[src/rtl/sig_crc_pkg.sv]
// Shared widths, constants and capture state encoding for the signature block.
package sig_crc_pkg;
    localparam int PIX_W  = 24;
    localparam int SIG_W  = 32;
    localparam int PAD_W  = SIG_W - PIX_W;
    localparam logic [SIG_W-1:0] POLY32 = 32'h04C1_1DB7;
    localparam logic [SIG_W-1:0] SEED   = 32'h0000_0001;

    typedef enum logic [1:0] {
        CAP_IDLE  = 2'd0,
        CAP_ARMED = 2'd1,
        CAP_RUN   = 2'd2,
        CAP_DONE  = 2'd3
    } cap_state_t;
endpackage

[src/rtl/sig_crc_engine.sv]
// Next-state logic of the signature. It is purely combinational.
// Assumes: cur holds the present signature; the selected CRC is applied to it.
module sig_crc_engine
    import sig_crc_pkg::*;
(
    input  logic [SIG_W-1:0] cur,
    input  logic [PIX_W-1:0] pix,
    input  logic             sel,
    output logic [SIG_W-1:0] nxt
);
    logic [PIX_W-1:0] short_nxt;
    logic [SIG_W-1:0] long_nxt;

    // 24-bit shift with a feedback bit formed from three taps
    always_comb begin
        short_nxt = {cur[PIX_W-2:0], cur[PIX_W-1] ^ cur[3] ^ cur[2]} ^ pix;
    end

    // 32-bit shift with conditional polynomial, then data fold
    always_comb begin
        long_nxt = {cur[SIG_W-2:0], 1'b0} ^ (cur[SIG_W-1] ? POLY32 : '0);
        long_nxt = long_nxt ^ {{PAD_W{1'b0}}, pix};
    end

    // Pick the CRC requested in this cycle
    always_comb begin
        nxt = sel ? long_nxt : {{PAD_W{1'b0}}, short_nxt};
    end
endmodule

[src/rtl/sig_crc_ctrl.sv]
// Capture sequencer: arming, frame-bounded or free-running capture, and done flag.
// Assumes: frame_start and frame_end are one-cycle pulses that never coincide.
module sig_crc_ctrl
    import sig_crc_pkg::*;
(
    input  logic clk,
    input  logic rst_n,
    input  logic frame_start,
    input  logic frame_end,
    input  logic pix_valid,
    input  logic free_run,
    input  logic arm,
    output logic load_seed,
    output logic upd_en,
    output logic done
);
    cap_state_t state;
    logic       start;

    // A capture begins at a frame start when armed or when free-running outside a run
    always_comb begin
        start     = frame_start &&
                    ((state == CAP_ARMED) || (free_run && (state != CAP_RUN)));
        load_seed = start;
        upd_en    = !start && (state == CAP_RUN) && pix_valid;
    end

    // Advance the capture state and track the done flag
    always_ff @(posedge clk) begin
        if (!rst_n) begin
            state <= CAP_IDLE;
            done  <= 1'b0;
        end else if (start) begin
            state <= CAP_RUN;
            done  <= 1'b0;
        end else if (state == CAP_RUN) begin
            if (frame_end && !free_run) begin
                state <= CAP_DONE;
                done  <= 1'b1;
            end
        end else if (arm && (state != CAP_ARMED)) begin
            state <= CAP_ARMED;
            done  <= 1'b0;
        end
    end
endmodule

[src/rtl/sig_crc_rdport.sv]
// Palette read path: signature substitution and the auto-incrementing read address.
// Assumes: one pal_rd strobe per read access.
module sig_crc_rdport
    import sig_crc_pkg::*;
#(
    parameter int ADDR_W = 8
) (
    input  logic              clk,
    input  logic              rst_n,
    input  logic              rd_sel,
    input  logic              pal_rd,
    input  logic              pal_addr_wr,
    input  logic [ADDR_W-1:0] pal_addr_in,
    input  logic [PIX_W-1:0]  pal_rdata,
    input  logic [PIX_W-1:0]  sig_low,
    output logic [PIX_W-1:0]  rd_data,
    output logic [ADDR_W-1:0] pal_addr
);
    localparam logic [ADDR_W-1:0] ADDR_ONE = ADDR_W'(1);

    // Substitute the signature for the palette word when selected
    always_comb begin
        rd_data = rd_sel ? sig_low : pal_rdata;
    end

    // Load the address, or step it on each read, whichever source is read
    always_ff @(posedge clk) begin
        if (!rst_n) begin
            pal_addr <= '0;
        end else if (pal_addr_wr) begin
            pal_addr <= pal_addr_in;
        end else if (pal_rd) begin
            pal_addr <= pal_addr + ADDR_ONE;
        end
    end
endmodule

[src/rtl/sig_crc_top.sv]
// Display signature accumulator: wraps the sequencer, CRC engine and read path.
// Assumes: no pixel strobe in a frame-start cycle (that pixel is not counted).
module sig_crc_top
    import sig_crc_pkg::*;
#(
    parameter int ADDR_W = 8
) (
    input  logic              clk,
    input  logic              rst_n,
    input  logic [23:0]       pix_data,
    input  logic              pix_valid,
    input  logic              frame_start,
    input  logic              frame_end,
    input  logic              crc_sel,
    input  logic              free_run,
    input  logic              arm,
    input  logic              rd_sel,
    input  logic              pal_rd,
    input  logic              pal_addr_wr,
    input  logic [ADDR_W-1:0] pal_addr_in,
    input  logic [23:0]       pal_rdata,
    output logic [31:0]       sig_out,
    output logic              sig_done,
    output logic [23:0]       rd_data,
    output logic [ADDR_W-1:0] pal_addr
);
    logic             load_seed;
    logic             upd_en;
    logic [SIG_W-1:0] acc;
    logic [SIG_W-1:0] acc_nxt;

    sig_crc_ctrl u_ctrl (
        .clk         (clk),
        .rst_n       (rst_n),
        .frame_start (frame_start),
        .frame_end   (frame_end),
        .pix_valid   (pix_valid),
        .free_run    (free_run),
        .arm         (arm),
        .load_seed   (load_seed),
        .upd_en      (upd_en),
        .done        (sig_done)
    );

    sig_crc_engine u_engine (
        .cur (acc),
        .pix (pix_data),
        .sel (crc_sel),
        .nxt (acc_nxt)
    );

    // Signature register: seed at capture start, advance on strobed pixels
    always_ff @(posedge clk) begin
        if (!rst_n) begin
            acc <= SEED;
        end else if (load_seed) begin
            acc <= SEED;
        end else if (upd_en) begin
            acc <= acc_nxt;
        end
    end

    sig_crc_rdport #(.ADDR_W(ADDR_W)) u_rdport (
        .clk         (clk),
        .rst_n       (rst_n),
        .rd_sel      (rd_sel),
        .pal_rd      (pal_rd),
        .pal_addr_wr (pal_addr_wr),
        .pal_addr_in (pal_addr_in),
        .pal_rdata   (pal_rdata),
        .sig_low     (acc[PIX_W-1:0]),
        .rd_data     (rd_data),
        .pal_addr    (pal_addr)
    );

    // Drive the full signature output
    always_comb begin
        sig_out = acc;
    end
endmodule

[config.mk]
export PLATFORM = sky130hd
export DESIGN_NAME = sig_crc_top
export DESIGN_NICKNAME = d
export VERILOG_FILES = /design/src/rtl/sig_crc_pkg.sv /design/src/rtl/sig_crc_engine.sv /design/src/rtl/sig_crc_ctrl.sv /design/src/rtl/sig_crc_rdport.sv /design/src/rtl/sig_crc_top.sv
export SDC_FILE = /design/constraint.sdc
export NUM_CORES = 1
export LEC_CHECK = 0
export ABC_AREA = 1
export BUFFER_PORTS_ARGS = -buffer_cell sky130_fd_sc_hd__clkbuf_2
export CELL_PAD_IN_SITES_DETAIL_PLACEMENT = 0
export CELL_PAD_IN_SITES_GLOBAL_PLACEMENT = 1
export CORE_MARGIN = 2
export CORE_UTILIZATION = 35
export CTS_BUF_LIST = sky130_fd_sc_hd__clkbuf_8
export DETAILED_ROUTE_END_ITERATION = 7
export PLACE_DENSITY_LB_ADDON = 0.2
export SYNTH_ARGS = -nofsm -noshare
export SYNTH_HDL_FRONTEND = slang
export SYNTH_SLANG_ARGS = --single-unit
[constraint.sdc]
create_clock -name clk -period 1.95 [get_ports clk]
set_clock_uncertainty 0.2 [all_clocks]
set_input_delay 0 -clock clk [delete_from_list [all_inputs] [get_ports clk]]
set_output_delay 0 -clock clk [all_outputs]
set_load 0.02 [all_outputs]
==> results summary, run 1 <==
Cells with a size suffix above 1 make up between 40% and 50% of the layout. On the critical path the largest part of the delay comes from buffers and inverters. By area the synthesized netlist is led by sky130_fd_sc_hd__dfxtp_1, sky130_fd_sc_hd__xnor2_1, sky130_fd_sc_hd__mux2_2, sky130_fd_sc_hd__nand2_1, sky130_fd_sc_hd__a21oi_1. The number of levels the H-tree was split into came out at 2. The required time of the worst setup path is 1.92 ns.

The worst register-to-register path ends at sig_out[0]. The number of detailed-routing iterations run before antenna repair came out at 4. The tree is rooted in a sky130_fd_sc_hd__clkbuf_8. The post-synthesis cell count came out at ~300. Setup repair after global routing could not meet its margin everywhere. The count of antenna diodes in the layout came out at 0.

The number of standard cells in the layout, taps in and fillers out is between 500 and 600. A synthesized cell averages 8.31 µm². In the synthesized netlist the dominant register cell turns out to be sky130_fd_sc_hd__dfxtp_1.

The fraction of met3 tracks used by global routing came out at under 10%. The synthesis warning total is 0. STA classifies the critical path endpoint as a register. The clock reaches the later pin of the worst-skew pair after 0.29 ns. The count of buffers added on input and output ports is between 100 and 150. The detailed router's first-iteration violation count is 64. The share of synthesized registers carrying an async set or reset came out at 0%. Once detail routing completed, the nets flagged for antenna violations numbered 0. The clock net in this run drives a total of 43 sinks. The residual DRC count is 0.

The number of enable-type register cells in the synthesized netlist is 0. The number of cells on the worst hold path came out at 4. The floorplan has 30 rows.

The via count of the first global-routing pass came out at ~2,400. In the global route stage, met1 resource usage came out at 22.4%. The maximum count of clock buffers along a single path is 2. The biggest fanout along the worst timing path came out at 23. After synthesis, flip-flops and latches occupy approximately 35% of the total area.

The floorplan step defined a core boundary enclosing a little under 7000 µm². The final weighted congestion in routability-driven placement is ~0.81. The startpoint identified for the worst register-to-register timing path is u_ctrl.state[0]. For the worst setup path, the data arrival time is between 1.5 and 2 ns. The worst slew slack as a fraction of its limit is 53.5%. Sorting the synthesized cells by how often they occur yields sky130_fd_sc_hd__nand2_1, sky130_fd_sc_hd__dfxtp_1, sky130_fd_sc_hd__xnor2_1, sky130_fd_sc_hd__a21oi_1, sky130_fd_sc_hd__mux2_2. The critical path's largest stage delay came out at 0.55 ns. The clock buffer count from CTS is 5. The final count of negative-setup-slack endpoints is 0.

Summed over all failing endpoints, the final setup total negative slack is 0 ns. The wire length per cell came out at 11.9 µm. The total standard cell area after synthesis is 2490 µm². The path with the worst hold slack has its endpoint at u_rdport.pal_addr[4].

Including well taps, the total number of placed cells is slightly above 500. The number of nets produced by synthesis came out at 367. The startpoint type of the worst setup path is a register. Setup slack on the critical path of the routed design comes to roughly 0.1 ns.

The logic depth of the worst register-to-register path came out at 7. For the pin with the worst max-slew slack, the measured transition is roughly 0.70 ns. Among all stages on the critical path, the largest delay is contributed by sky130_fd_sc_hd__dlygate4sd3_1. The startpoint of the most critical hold path is pal_addr_wr. The peak clock frequency supported by timing is roughly 540 MHz. Traced cell by cell, the critical path runs through inv_1, nand2_1, nand3_2, nand2_8, a21oi_1, nand2_1, dlygate4sd3_1. The number of fill cells came out at 670.

The post-synthesis to final-layout area growth came out at 52.7%. The fraction of met2 tracks used by global routing came out at a little under 30%. The share of synthesized area in the top cell type comes to between 30% and 40%.

Entering global routing, the biggest net connects 28 pins. The final number of hold-violating endpoints is 0. The count of unique library cells instantiated by Yosys is 27. The routed layout has ~2,600 vias. The leakage power summed over all cells came out at between 1.5 and 2 nW. TritonCTS built the clock tree. The power density over cell area is around 600 nW/µm². The number of violations of the max-capacitance limit came out at 0.

The wire-length estimate of the detail-placed layout is about 4900 µm. The final cell utilization of the core came out at a little under three fifths. The wire length after detailed routing came out at slightly below 7000 µm. Of the available clock period, the critical path in the final layout requires between 90 and 100%. The worst setup timing slack at the placement stage came out at between 0.3 and 0.4 ns. The kind of critical path is register to register. The count of state elements after synthesis is 43. The final max-slew violation count was 0. The minimum clock period is 1.85 ns.

Together, buffers and inverters on the worst path number 2. The net count of the finished layout is around 540. The number of antenna violations at the first check in global routing is 0. The initial core utilization came out at between 30% and 40%. The tightest min-delay check is of the primary input to register type.

The total grt overflow came out at 0. The die area came out at between 7000 and 8000 µm². In this run the post-CTS setup repair buffer count came out at 0. sky130_fd_sc_hd__dfxtp_1 takes more of the synthesized area than any other cell.

The setup slack of the worst register-to-register path is about 0.099 ns. The flow ran to the end, and the final reports show no timing, DRC or antenna violations. After clock tree synthesis, the clock-pin slew on the worst setup and hold paths is approximately 0.080 ns. The horizontal die dimension came out at ~88 µm. The die outline height is around 90 µm. The worst hold-check slack came out at between 0.04 and 0.05 ns. The global routing stage identified its most utilized layer as met2. Counting stages on the worst path, the most repeated cell is sky130_fd_sc_hd__nand2_1. The via density per instance came out at 4.48. The leading cell type by number of instances after synthesis is sky130_fd_sc_hd__nand2_1. The wire length of the first global-routing pass came out at between 10,000 and 15,000 µm.

The all-layer global routing usage came out at roughly 18%. The number of primary I/O pins came out at ~130. The worst IR drop on VDD came out at 0.000250 V.
-- cell families after synthesis --
logic type / count (synthesis) / synth area share (%)
AO/OA/AOI/OAI: 64 / 16.4
XOR/XNOR: 39 / 13.7
adder cells (fa/ha/maj): 1 / 0.503
buffers and inverters: 35 / 8.30
flip-flops: 43 / 34.6
multiplexers: 21 / 9.51
AND/OR/NAND/NOR: 96 / 16.9
-- through the flow --
stage | cell area (µm²) | power [mW]
6_report | 3800 | 2.28
5_1_grt | 3800 | 2.42
4_1_cts | 3780 | 2.30
3_5_place_dp | 3160 | 1.67
3_3_place_gp | 3160 | 1.66
2_1_floorplan | 2490 | 1.47
-- flip-flops by register name (all words and copies together) (netlist names) --
| register | flops |
|---|---|
| u_ctrl.state | 2 |
| u_rdport.pal_addr | 8 |
| u_ctrl.done | 1 |
| sig_out | 32 |
-- worst min-delay path, cell delays in order --
cell	delay (ns)
sky130_fd_sc_hd__clkbuf_2	0.20
sky130_fd_sc_hd__nor2_2	0.13
sky130_fd_sc_hd__nand2_1	0.06
sky130_fd_sc_hd__a31oi_1	0.07
-- final cells by class --
type	instances	area (µm²)	area share, %
clock inverters	3	12.5	0.330
repair buffers	185	1200	31.7
clock buffers	5	68.8	1.81
flip-flops and latches	43	863	22.7
well taps	96	120	3.16
multi-input cells	221	1440	37.9
inverters	20	87.6	2.31
-- metal layers --
metal	vias to the layer above	wire length, µm	part of all wire, %
li1	1343	-	-
met1	1138	3070	45
met2	81	3380	50
met3	4	311	4.6
met4	0	55	0.81
met5	-	0	0
-- power by group --
group / internal, mW / switching, mW
clock: 0.241 / 0.294
combinational: 0.343 / 0.399
sequential: 0.933 / 0.0675
total: 1.52 / 0.760
-- worst max-delay path by stage --
stage,cells after the start,endpoint,start,slack (ns)
floorplan,6,u_rdport.pal_addr[6],u_rdport.pal_addr[0],0.55
CTS,8,sig_out[0],sig_out[2],0.03
global route,8,sig_out[0],u_ctrl.state[1],-0.003
detailed placement,7,sig_out[22],u_ctrl.state[0],0.31
finish,7,sig_out[0],u_ctrl.state[0],0.1
global placement,7,sig_out[22],u_ctrl.state[0],0.31
-- repair_timing --
item / 4_1_cts / 5_1_grt
endpoints found under the hold margin: 42 / 0
setup endpoints to repair: 0 / 9
hold buffers: 54 / 0
resized for setup: 0 / 8
-- placed cells by master (no fill, tap or decap), drive strengths merged --
| master | count |
|---|---|
| a21oi | 32 |
| a22oi | 4 |
| a31oi | 2 |
| buf | 2 |
| clkbuf | 136 |
| clkinv | 2 |
| dfxtp | 43 |
| dlygate4sd3 | 52 |
| ha | 1 |
| inv | 21 |
| mux2 | 21 |
| nand2 | 52 |
| nand3 | 21 |
| nand4 | 1 |
| nor2 | 21 |
| nor3 | 1 |
| o21ai | 26 |
| xnor2 | 37 |
| xor2 | 2 |
Power figures use the tool's default switching activity.
==> inputs of run 2 (changes only) <==
--- a/config.mk
+++ b/config.mk
@@ -5,7 +5,6 @@
 export SDC_FILE = /design/constraint.sdc
 export NUM_CORES = 1
 export LEC_CHECK = 0
-export ABC_AREA = 1
 export BUFFER_PORTS_ARGS = -buffer_cell sky130_fd_sc_hd__clkbuf_2
 export CELL_PAD_IN_SITES_DETAIL_PLACEMENT = 0
 export CELL_PAD_IN_SITES_GLOBAL_PLACEMENT = 1
@@ -14,6 +13,7 @@
 export CTS_BUF_LIST = sky130_fd_sc_hd__clkbuf_8
 export DETAILED_ROUTE_END_ITERATION = 7
 export PLACE_DENSITY_LB_ADDON = 0.2
+export SETUP_SLACK_MARGIN = 0.15
 export SYNTH_ARGS = -nofsm -noshare
 export SYNTH_HDL_FRONTEND = slang
 export SYNTH_SLANG_ARGS = --single-unit
==> run 2 against run 1 <==
  * Cell area shrank 4.0%
  * Non-clock buffer count shrank 5
  * Total power shrank 12%
  * Count of clock-buffer cells in the layout is the same
  * Register-to-register slack gained 0.14 ns
  * Clock power shrank 6.0%
  * Die area shrank 2.1%
  * Setup slack gained 0.13 ns
  * Sequential cell count is the same
  * Combinational power shrank 26%
  * Area after synthesis shrank 2.2%
==> results summary, run 2 <==
In the post-synthesis netlist, the biggest area contributors are sky130_fd_sc_hd__dfxtp_1, sky130_fd_sc_hd__xnor2_1, sky130_fd_sc_hd__mux2_2, sky130_fd_sc_hd__nand2_1, sky130_fd_sc_hd__a21oi_1. The count of state elements after synthesis came out at 43. The wire length per cell came out at 12.2 µm.

The flip-flop count of the largest register, all copies and words added came out at 32. For this design, the slowest cell found on the critical path is sky130_fd_sc_hd__dlygate4sd3_1. The count of buffers from port buffering is 131.

The root buffer cell chosen for the clock tree is sky130_fd_sc_hd__clkbuf_8. The post-route total power is around 2.0 mW. The antenna violation net count after detailed routing came out at 0. The first global-routing pass estimated just under 10,000 µm of wire. The required time of the worst setup path is approximately 1.9 ns. The biggest fanout along the worst timing path is 8. Summed over all layers, the global routing overflow is 0.

The routed layout has roughly 2,400 vias. Traced cell by cell, the critical path runs through dlygate4sd3_1, clkbuf_4, nand4_1, xnor2_1, mux2i_1, dlygate4sd3_1, nor2_1. The setup slack of the worst register-to-register path came out at between 0.2 and 0.25 ns. The library cells used most frequently in the layout, excluding fill and tap cells, are sky130_fd_sc_hd__clkbuf_2, sky130_fd_sc_hd__dlygate4sd3_1, sky130_fd_sc_hd__dfxtp_1, sky130_fd_sc_hd__nand2_1, sky130_fd_sc_hd__xnor2_1.

The number of enable-type register cells in the synthesized netlist is 0. The worst setup path is launched from a primary input. The sort of element at the end of the critical path is a register. The clock-pin slew on the worst setup and hold paths is ~0.070 ns.

The number of standard cells in the layout, taps in and fillers out came out at a little over 500. The count of antenna diodes in the layout is 0. The pin count of the biggest net entering global routing is 43.

The worst-skew pair later-pin latency is between 0.2 and 0.3 ns. The tool flagged a number of max-cap violations equal to 0. The leakage power summed over all cells came out at 1.64 nW. The number of nets produced by synthesis is about 340.

The flow ran to the end, and the final reports show no timing, DRC or antenna violations. The critical path's largest stage delay is 0.56 ns. The post-synthesis cell count came out at 270. The post-synthesis to final-layout area growth is 49.8%. The residual DRC count came out at 0. The netlist uses 33 different library cells. The final design area excluding fillers is approximately 3600 µm². In the synthesized netlist the dominant register cell turns out to be sky130_fd_sc_hd__dfxtp_1.

The fraction of the cycle the final worst path needs came out at between 80% and 90%. The path type of the worst min-delay path is primary input to register. The fraction of layout cells with a size suffix above 1 came out at around two fifths. Data arrives at the worst endpoint at 1.69 ns. The all-layer global routing usage came out at roughly 16%. The number of antenna violations at the first check in global routing is 0. The area inside the core boundary came out at around 6800 µm². The initial core utilization is between 30% and 40%. Setup repair after global routing could not meet its margin everywhere. sky130_fd_sc_hd__dfxtp_1 is the most common cell in the netlist. Summing the sequential cell areas from Yosys gives a little over a third of the chip area. For this block, the routed nets add up to ~6300 µm of wire.

The clock sink total came out at 43. The number of detailed-routing iterations run before antenna repair came out at 4. The final cell utilization of the core came out at between 50% and 60%.

The die area came out at about 7600 µm². The detailed router's first-iteration violation count is 68. The share of the synthesized area in the top cell type came out at 35.4%. The final weighted congestion in routability-driven placement came out at about 0.76. The number of primary I/O pins came out at ~130.

The measured slew at the worst slew-check pin is roughly 0.6 ns. TritonCTS built the clock tree. CTS built an H-tree with a depth of 2. Setup violations remaining at the end of the flow were counted as 0. The final number of hold-violating endpoints is 0. The leading cell type in the layout, fill and taps excluded is sky130_fd_sc_hd__clkbuf_2. The number of buffer and inverter instances along the worst setup path is 3. The cell taking the most area after synthesis is sky130_fd_sc_hd__dfxtp_1. The per-instance average area after synthesis is 9.01 µm². The via density per instance came out at approximately 4.7. IR analysis of the VDD net gives a maximum drop of between 0.0003 and 0.0004 V. The final max-slew violation count is 0. The number of nets in the layout is 508. The clock buffer count from CTS is 5. The die outline height is 87.4 µm. The cell total after placement is 469. The synthesis warning total came out at 0. The cell family contributing the most delay on the critical path is buffers and inverters. The placed instances occupy a cell area of 3120 µm². The minimum clock period is approximately 1.7 ns.

The total standard cell area after synthesis came out at ~2400 µm². The cell row count is 30. Measured against its own limit, the worst slew margin works out to around three fifths. Counting instances in the post-synthesis netlist gives the leading cell types as sky130_fd_sc_hd__dfxtp_1, sky130_fd_sc_hd__nand2_1, sky130_fd_sc_hd__xnor2_1, sky130_fd_sc_hd__a21oi_1.

The share of synthesized registers carrying an async set or reset is 0%. The horizontal die dimension is slightly below 90 µm. The kind of critical path is primary input to register. The peak clock frequency supported by timing came out at about 600 MHz.

The via count of the first global-routing pass came out at around 2,100. Adding up every negative setup slack in the final design gives 0 ns. The cell repeated most along the worst path is sky130_fd_sc_hd__dlygate4sd3_1. The placed wire-length estimate after detailed placement came out at about 4400 µm. Dividing total power by cell area gives a power density of ~550 nW/µm².

The maximum count of clock buffers along a single path is 2.
[run 2: changes by cell type in the layout (fill, tap and decap cells not counted), sizes merged, moves of 4 or more]
cell | previous run | this run
o21ai | 26 | 5
inv | 21 | 5
nand2 | 52 | 38
a211oi | 0 | 11
nand3 | 21 | 10
xor2 | 2 | 13
dlygate4sd3 | 52 | 44
xnor2 | 37 | 31
a21oi | 32 | 28
a22oi | 4 | 0
mux2i | 0 | 4
[run 2: kinds of logic after synthesis]
family	count (synthesis)	synth area share, %
compound gates	47	13.8
xor+xnor	45	16.8
fa+ha+maj	1	0.514
buf+inv	21	5.35
flops	43	35.4
mux	28	12.8
simple gates	85	15.4
[run 2: path summary, 6_finish.rpt]
path                        start                   end  cells after the start
max                        pal_rd  u_rdport.pal_addr[3]                      7
min                     pix_valid            sig_out[0]                      4
max reg2reg  u_rdport.pal_addr[2]  u_rdport.pal_addr[3]                      5
min reg2reg           sig_out[30]           sig_out[30]                      2
[run 2: timing repair]
action,in CTS,in global routing
setup buffers,0,0
setup endpoints to repair,0,2
hold buffers,44,0
resized for setup,0,5
endpoints found under the hold margin,43,0
[run 2: area by class of cell]
type / instances / area (µm²)
clock buffers: 5 / 68.8
multi-input cells: 206 / 1440
repair buffers: 180 / 1150
fillers: 661 / 3110
clock inverters: 1 / 3.75
flip-flops and latches: 43 / 865
inverters: 4 / 15.0
well taps: 80 / 100
[run 2: report_power, final]
group	internal, mW	switching (mW)	total (mW)
sequential	0.912	0.0449	0.957
clock	0.234	0.270	0.503
combinational	0.276	0.276	0.552
[run 2: tightest hold or removal path, cell delays in order]
cell and delay (ns):
sky130_fd_sc_hd__clkbuf_2 0.09, sky130_fd_sc_hd__nand2_1 0.04, sky130_fd_sc_hd__buf_4 0.20, sky130_fd_sc_hd__o21ai_1 0.14
[run 2: through the flow]
step	hold WS, ns	worst slack [ns]
after floorplan	-0.0666	0.399
after CTS	0.0158	0.199
after global routing	0.0703	0.124
final	0.0272	0.234
after global placement	0.0337	0.413
after detailed placement	0.0402	0.373
[run 2: routing by layer]
layer / vias up / wire (µm) / part of all wire, % / track usage, %
met5: - / 0 / 0 / 0
met4: 0 / 59 / 0.93 / 3.78
met3: 6 / 311 / 4.9 / 3.51
met2: 75 / 3030 / 48 / 27.1
met1: 1093 / 2910 / 46 / 20.4
li1: 1251 / - / - / -
